[src/rtl/qenc_pkg.sv]
// Shared types for the quadrature counter bank.
// Assumes the sample vector order {index, A, B} in bits [2:0].
package qenc_pkg;

    localparam int SIG_N   = 3;  // signals per channel
    localparam int SIG_IDX = 2;
    localparam int SIG_A   = 1;
    localparam int SIG_B   = 0;

    // Per-channel filter state: accepted levels and two older raw samples.
    typedef struct packed {
        logic [SIG_N-1:0] filt;
        logic [SIG_N-1:0] hist1;
        logic [SIG_N-1:0] hist2;
    } chan_state_t;

    // Decoder verdict for one slot.
    typedef enum logic [1:0] {
        MOVE_NONE = 2'd0,
        MOVE_UP   = 2'd1,
        MOVE_DOWN = 2'd2,
        MOVE_BAD  = 2'd3
    } move_t;

endpackage

[src/rtl/qenc_sync.sv]
// Two-flop synchroniser for a vector of independent asynchronous bits.
// Assumes each bit is a level that is slow relative to clk; no bus coherence.
module qenc_sync #(
    parameter int WIDTH = 8
) (
    input  logic             clk,
    input  logic             rst_n,
    input  logic [WIDTH-1:0] d_async,
    output logic [WIDTH-1:0] q_sync
);

    for (genvar g = 0; g < WIDTH; g++) begin : g_bit
        logic stage1;
        logic stage2;

        // Two register stages per bit to settle metastability.
        always_ff @(posedge clk) begin
            if (!rst_n) begin
                stage1 <= 1'b0;
                stage2 <= 1'b0;
            end else begin
                stage1 <= d_async[g];
                stage2 <= stage1;
            end
        end

        assign q_sync[g] = stage2;
    end

endmodule

[src/rtl/qenc_slot_seq.sv]
// Round-robin slot sequencer: NUM_CH update slots followed by one host slot.
// Assumes NUM_CH >= 2; the round repeats without gaps after reset.
module qenc_slot_seq #(
    parameter int NUM_CH = 8,
    localparam int SW = $clog2(NUM_CH + 1),
    localparam int AW = $clog2(NUM_CH)
) (
    input  logic          clk,
    input  logic          rst_n,
    output logic [SW-1:0] slot,
    output logic          upd_en,
    output logic          host_en,
    output logic [AW-1:0] ch_idx
);

    localparam logic [SW-1:0] HOST_SLOT = SW'(NUM_CH);

    logic [SW-1:0] slot_q;

    // Advance the slot pointer and wrap after the host slot.
    always_ff @(posedge clk) begin
        if (!rst_n) begin
            slot_q <= '0;
        end else if (slot_q == HOST_SLOT) begin
            slot_q <= '0;
        end else begin
            slot_q <= slot_q + 1'b1;
        end
    end

    // Decode the slot kind and the channel served.
    always_comb begin
        host_en = (slot_q == HOST_SLOT);
        upd_en  = !host_en;
        ch_idx  = upd_en ? slot_q[AW-1:0] : '0;
    end

    assign slot = slot_q;

endmodule

[src/rtl/qenc_chan_update.sv]
// Per-slot datapath: three-sample filter, Gray-code step decoder and the
// shared add/subtract unit. Purely combinational; the caller stores results.
// Assumes sample order {index, A, B}.
module qenc_chan_update
    import qenc_pkg::*;
#(
    parameter int CNT_W = 27
) (
    input  chan_state_t      st_old,
    input  logic [CNT_W-1:0] cnt_old,
    input  logic [SIG_N-1:0] sample,
    output chan_state_t      st_new,
    output logic [CNT_W-1:0] cnt_new,
    output logic             fault_set,
    output logic             clear_hit,
    output move_t            move
);

    logic [SIG_N-1:0] filt_new;
    logic [1:0]       pos_old;
    logic [1:0]       pos_new;
    logic [1:0]       pos_diff;
    logic [CNT_W-1:0] delta;

    // Accept a level per signal once three consecutive samples agree.
    always_comb begin
        for (int i = 0; i < SIG_N; i++) begin
            if (sample[i] == st_old.hist1[i] && sample[i] == st_old.hist2[i]) begin
                filt_new[i] = sample[i];
            end else begin
                filt_new[i] = st_old.filt[i];
            end
        end
        st_new.filt  = filt_new;
        st_new.hist1 = sample;
        st_new.hist2 = st_old.hist1;
    end

    // Map {A,B} to a cycle position and classify the difference.
    always_comb begin
        pos_old  = {st_old.filt[SIG_B], st_old.filt[SIG_A] ^ st_old.filt[SIG_B]};
        pos_new  = {filt_new[SIG_B], filt_new[SIG_A] ^ filt_new[SIG_B]};
        pos_diff = pos_new - pos_old;
        unique case (pos_diff)
            2'd1:    move = MOVE_UP;
            2'd3:    move = MOVE_DOWN;
            2'd2:    move = MOVE_BAD;
            default: move = MOVE_NONE;
        endcase
    end

    // Shared adder: clear has priority, then step, else hold.
    always_comb begin
        clear_hit = filt_new[SIG_IDX] && !st_old.filt[SIG_IDX];
        fault_set = (move == MOVE_BAD);
        delta     = (move == MOVE_DOWN) ? '1 : CNT_W'(1);
        if (clear_hit) begin
            cnt_new = '0;
        end else if (move == MOVE_UP || move == MOVE_DOWN) begin
            cnt_new = cnt_old + delta;
        end else begin
            cnt_new = cnt_old;
        end
    end

endmodule

[src/rtl/qenc_bank.sv]
// Time-multiplexed quadrature counter bank. One store holds every channel's
// count, filter state and fault flag; one datapath updates a channel per slot;
// the host reads the same store in the reserved host slot.
// Assumes rd_addr < NUM_CH and the host holds rd_req until rd_ready.
module qenc_bank
    import qenc_pkg::*;
#(
    parameter int NUM_CH = 8,
    parameter int CNT_W  = 27,
    localparam int AW = $clog2(NUM_CH),
    localparam int SW = $clog2(NUM_CH + 1)
) (
    input  logic              clk,
    input  logic              rst_n,
    input  logic [NUM_CH-1:0] enc_a,
    input  logic [NUM_CH-1:0] enc_b,
    input  logic [NUM_CH-1:0] enc_idx,
    input  logic              rd_req,
    input  logic [AW-1:0]     rd_addr,
    output logic              rd_ready,
    output logic [CNT_W-1:0]  rd_count,
    output logic              rd_fault
);

    logic [NUM_CH-1:0] a_s;
    logic [NUM_CH-1:0] b_s;
    logic [NUM_CH-1:0] idx_s;
    logic [SW-1:0]     slot;
    logic              upd_en;
    logic              host_en;
    logic [AW-1:0]     ch_idx;

    logic [CNT_W-1:0]  cnt_mem [NUM_CH];
    chan_state_t       st_mem  [NUM_CH];
    logic [NUM_CH-1:0] fault_q;

    logic [SIG_N-1:0]  sample;
    chan_state_t       st_wr;
    logic [CNT_W-1:0]  cnt_wr;
    logic              fault_set;
    logic              clear_hit;
    move_t             move;

    qenc_sync #(.WIDTH(3 * NUM_CH)) i_sync (
        .clk     (clk),
        .rst_n   (rst_n),
        .d_async ({enc_idx, enc_a, enc_b}),
        .q_sync  ({idx_s, a_s, b_s})
    );

    qenc_slot_seq #(.NUM_CH(NUM_CH)) i_seq (
        .clk     (clk),
        .rst_n   (rst_n),
        .slot    (slot),
        .upd_en  (upd_en),
        .host_en (host_en),
        .ch_idx  (ch_idx)
    );

    // Pick the synchronised inputs of the channel in its slot.
    always_comb begin
        sample = '0;
        sample[SIG_IDX] = idx_s[ch_idx];
        sample[SIG_A]   = a_s[ch_idx];
        sample[SIG_B]   = b_s[ch_idx];
    end

    qenc_chan_update #(.CNT_W(CNT_W)) i_upd (
        .st_old    (st_mem[ch_idx]),
        .cnt_old   (cnt_mem[ch_idx]),
        .sample    (sample),
        .st_new    (st_wr),
        .cnt_new   (cnt_wr),
        .fault_set (fault_set),
        .clear_hit (clear_hit),
        .move      (move)
    );

    // Write back the count and filter state of the served channel.
    always_ff @(posedge clk) begin
        if (!rst_n) begin
            for (int i = 0; i < NUM_CH; i++) begin
                cnt_mem[i] <= '0;
                st_mem[i]  <= '0;
            end
        end else if (upd_en) begin
            cnt_mem[ch_idx] <= cnt_wr;
            st_mem[ch_idx]  <= st_wr;
        end
    end

    // Set fault flags on illegal steps; clear on a served host read.
    always_ff @(posedge clk) begin
        if (!rst_n) begin
            fault_q <= '0;
        end else if (upd_en && fault_set) begin
            fault_q[ch_idx] <= 1'b1;
        end else if (rd_ready) begin
            fault_q[rd_addr] <= 1'b0;
        end
    end

    // Serve reads from the store in the host slot only.
    always_comb begin
        rd_ready = rd_req && host_en;
        rd_count = cnt_mem[rd_addr];
        rd_fault = fault_q[rd_addr];
    end

endmodule

[config.mk]
export PLATFORM = sky130hd
export DESIGN_NAME = qenc_bank
export DESIGN_NICKNAME = d
export VERILOG_FILES = /design/src/rtl/qenc_pkg.sv /design/src/rtl/qenc_sync.sv /design/src/rtl/qenc_slot_seq.sv /design/src/rtl/qenc_chan_update.sv /design/src/rtl/qenc_bank.sv
export SDC_FILE = /design/constraint.sdc
export NUM_CORES = 1
export LEC_CHECK = 0
export ABC_AREA = 1
export BUFFER_PORTS_ARGS = -buffer_cell sky130_fd_sc_hd__buf_2
export CORE_ASPECT_RATIO = 1.4
export CORE_MARGIN = 5
export CORE_UTILIZATION = 45
export DETAILED_ROUTE_END_ITERATION = 8
export GPL_ROUTABILITY_DRIVEN = 0
export HOLD_SLACK_MARGIN = 0.03
export MAX_ROUTING_LAYER = met4
export PLACE_DENSITY_LB_ADDON = 0.15
export SYNTH_ARGS = -nofsm -noshare
export SYNTH_HDL_FRONTEND = slang
export SYNTH_SLANG_ARGS = --single-unit
[constraint.sdc]
create_clock -name clk -period 6.2 [get_ports clk]
set_input_delay 1.24 -clock clk [delete_from_list [all_inputs] [get_ports clk]]
set_output_delay 1.24 -clock clk [all_outputs]
set_load 0.01 [all_outputs]
==> flow_summary.ini <==
[routing]
met1_length_um = 23270
first_pass_iters = 6
drcViolationCount = 0
drtAntennaViolNets = 0
vias_per_cell = 6.037
route.met3.wl_um = 5890
drt_iter0_drc = 1809
routed.top_layer = met4
met2_wirelength_um = 30770
wirelength_um = 63760
num_vias = 15321
post_drt_wl_per_cell_um = 25.12

[critical_path]
rr_endpoint = cnt_mem[5][20]
crit_fanout = 18
critPathCaptureType = flip-flop
crit_type = flip-flop to flip-flop
reg2reg_slack_ps = 250
crit_end = cnt_mem[5][20]
start_kind = flip-flop
crit_buf_inv = 5
r2r_cells = 29
cp_slowest_cell = a2111oi_0
crit_cells = 29
crit_family = simple AND/OR/NAND/NOR gates
critPathLaunch = i_seq.slot[1]
r2r_start = i_seq.slot[1]
crit_required_ps = 6470
arrival_ps = 6210
cpMostUsedCell = nand2_1
critPathMaxStageDelay_ps = 680

[layout]
mostFrequentLayoutCells = 389 x nor2_1, 322 x nand2_1, 288 x edfxtp_1, 199 x inv_1, 69 x nand3_1
fillers = 3605
seqCellArea_sq_um = 9849
antenna_cells = 0
layout-drive-gt1-share_pct = 12.90
syn2layout_area_growth_pct = 13.12
multiInputGateArea_sq_um = 6549
final_common_cell = nor2_1
nets = 2044

[yosys]
yosys_warnings = 0
synth_compound_area_share_pct = 12.59
syn-cell-area_sq_um = 17510
yosysUniqueCellTypes = 60
synth_top_family_by_area = simple AND/OR/NAND/NOR gates
synth_cells = 1919
synthFlopType = edfxtp_1
syn_avg_cell_area_sq_um = 9.125
synth_edf_count = 288
ys_seq_area_share_pct = 56.25
synth_seq_cells = 348
synth_mux_area_share_pct = 0
synth-xor-area-share_pct = 0.6502
synth_simple_gate_area_share_pct = 21.94
synth_top_area_cell = edfxtp_1
synth_adder_area_share_pct = 1.829
synth_area_leaders = edfxtp_1 49%, nor2_1 8.3%, nand2_1 7.1%, dfxtp_1 6.9%, inv_1 4.3%
synth_top_area_share_pct = 49.39
synthArstFlopShare_pct = 0
syn_nets = 1974

[pwr]
p_sw_mw = 4.167
intPower_mw = 5.342
cellPowerDensity_nw_per_um2 = 480.0
clock_power_share_pct = 23.5
pwr-share-comb_pct = 45.6
seqPwrFrac_pct = 31.0
design_power_total_mw = 9.508
swShare_pct = 43.82
peakVddDrop_mv = 0.2747
p_leak_nw = 8.437

[timing]
rsz0062_at_grt = false
max_freq_mhz = 168.1
finalSetupViolCount = 0
skew_ps = 13.99
finalSetupTns_ps = 0
slew_violations = 0
hold_viol_final = 0
fin_crit_ps = 5948
fin_crit_sh_pct = 95.93
worst_pin_slew_ps = 1027
timing.hold.ws_ps = 407.9
slew_headroom_pct = 30.98
layout_setup_ws_ps = 252.2

[cts]
clock_latency_ps = 540
ctsResizeCount = 0
cts_buffers = 36
hold_buffers = 0
cts_tree = done
clockBufferDepth = 3
cts_setup_buffers = 0
root_buffer = clkbuf_16
cts_max_level = 2
clk_pin_slew_ps = 70
cts.sinks = 348

[floorplan]
io_pins = 59
core_sq_um = 38500
rows = 85
die_w_um = 176.7
initial_core_util_pct = 45.48
dieArea_sq_um = 43010
dieHeight_um = 243.4

[job]
max_cap_violations = 0

[grt]
grt_use_total_pct = 29.79
grt_pass1_wl_um = 92760
antenna_found_initial = 0
grt_max_degree = 57
grt_pass1_vias = 14799
grt_overflow = 0

[placement]
io_buffers = 58
post-dp-hpwl_um = 38770
place_ws_ps = 439.3

[run_status]
outcome = completed

[min_path]
hold_path_class = flip-flop to flip-flop
-- through the flow --
stage | utilization (%) | std cells | area [sq um]
floorplan | - | 1919 | 17510
global placement | 48.29 | 2473 | 18590
detailed placement | 48.29 | 2473 | 18590
CTS | 51.45 | 2538 | 19810
global route | 51.45 | 2538 | 19810
finish | 51.45 | 2538 | 19810
-- kinds of logic (layout without fill, tap and decap cells) --
kind of cell | count (synthesis) | in the layout
AO/OA/AOI/OAI | 319 | 319
XOR/XNOR | 13 | 13
adder cells (fa/ha/maj) | 25 | 25
buffers and inverters | 302 | 399
flip-flops | 348 | 348
AND/OR/NAND/NOR | 912 | 912
-- per-layer routing --
layer	vias to the layer above	track usage, %
met5	-	-
met4	0	15.23
met3	242	4.140
met2	969	48.65
met1	7350	36.11
li1	6760	-
-- power by group through the flow --
stage	clock network, mW	registers (mW)	logic [mW]
3_5_place_dp	0	2.99	4.22
3_3_place_gp	0	2.98	4.18
4_1_cts	2.25	2.94	4.24
2_1_floorplan	0	2.96	3.03
6_report	2.23	2.94	4.33
5_1_grt	2.34	2.97	4.73
-- synth_stat cells (all sizes together), types with 2 or more instances --
cell,number
a2111oi,4
a211oi,4
a21o,2
a21oi,68
a221oi,30
a22o,9
a22oi,37
a31oi,2
buf,18
clkbuf,65
clkinv,10
dfxtp,60
edfxtp,288
ha,24
inv,209
nand2,348
nand3,75
nand4,36
nor2,404
nor3,27
nor4,14
o2111ai,8
o211ai,5
o21ai,42
o21bai,7
o221ai,17
o22a,4
o22ai,65
o2bb2ai,9
or2,5
xnor2,4
xor2,9
-- worst min path at each step --
stage | end | cells after the start | startpoint
6_report | i_sync.g_bit[11].stage2 | 2 | i_sync.g_bit[11].stage1
5_1_grt | i_sync.g_bit[12].stage2 | 2 | i_sync.g_bit[12].stage1
4_1_cts | i_sync.g_bit[7].stage2 | 2 | i_sync.g_bit[7].stage1
3_5_place_dp | i_sync.g_bit[7].stage2 | 2 | i_sync.g_bit[7].stage1
3_3_place_gp | i_sync.g_bit[6].stage2 | 2 | i_sync.g_bit[6].stage1
2_1_floorplan | i_sync.g_bit[0].stage2 | 2 | i_sync.g_bit[0].stage1
-- final cells by class --
| class | instances | area share, % |
|---|---|---|
| inverters | 219 | 4.150 |
| multi-input cells | 1269 | 33.06 |
| flip-flops and latches | 348 | 49.73 |
| well taps | 522 | 3.297 |
| clock inverters | 16 | 0.7138 |
| clock buffers | 49 | 5.426 |
| repair buffers | 115 | 3.626 |
-- worst reg2reg max path, delay by kind of cell (launching register included) --
family	cells	cell delay, ps
fa+ha+maj	3	860
xor+xnor	1	160
buf+inv	5	750
compound gates	2	890
simple gates	18	2510
flops	1	510
-- state kept, by name (all words and copies together) (netlist names) --
register,flops
fault_q,8
i_sync.g_bit.stage2,24
i_sync.g_bit.stage1,24
cnt_mem,216
st_mem,72
i_seq.slot,4
Power figures use the tool's default switching activity.
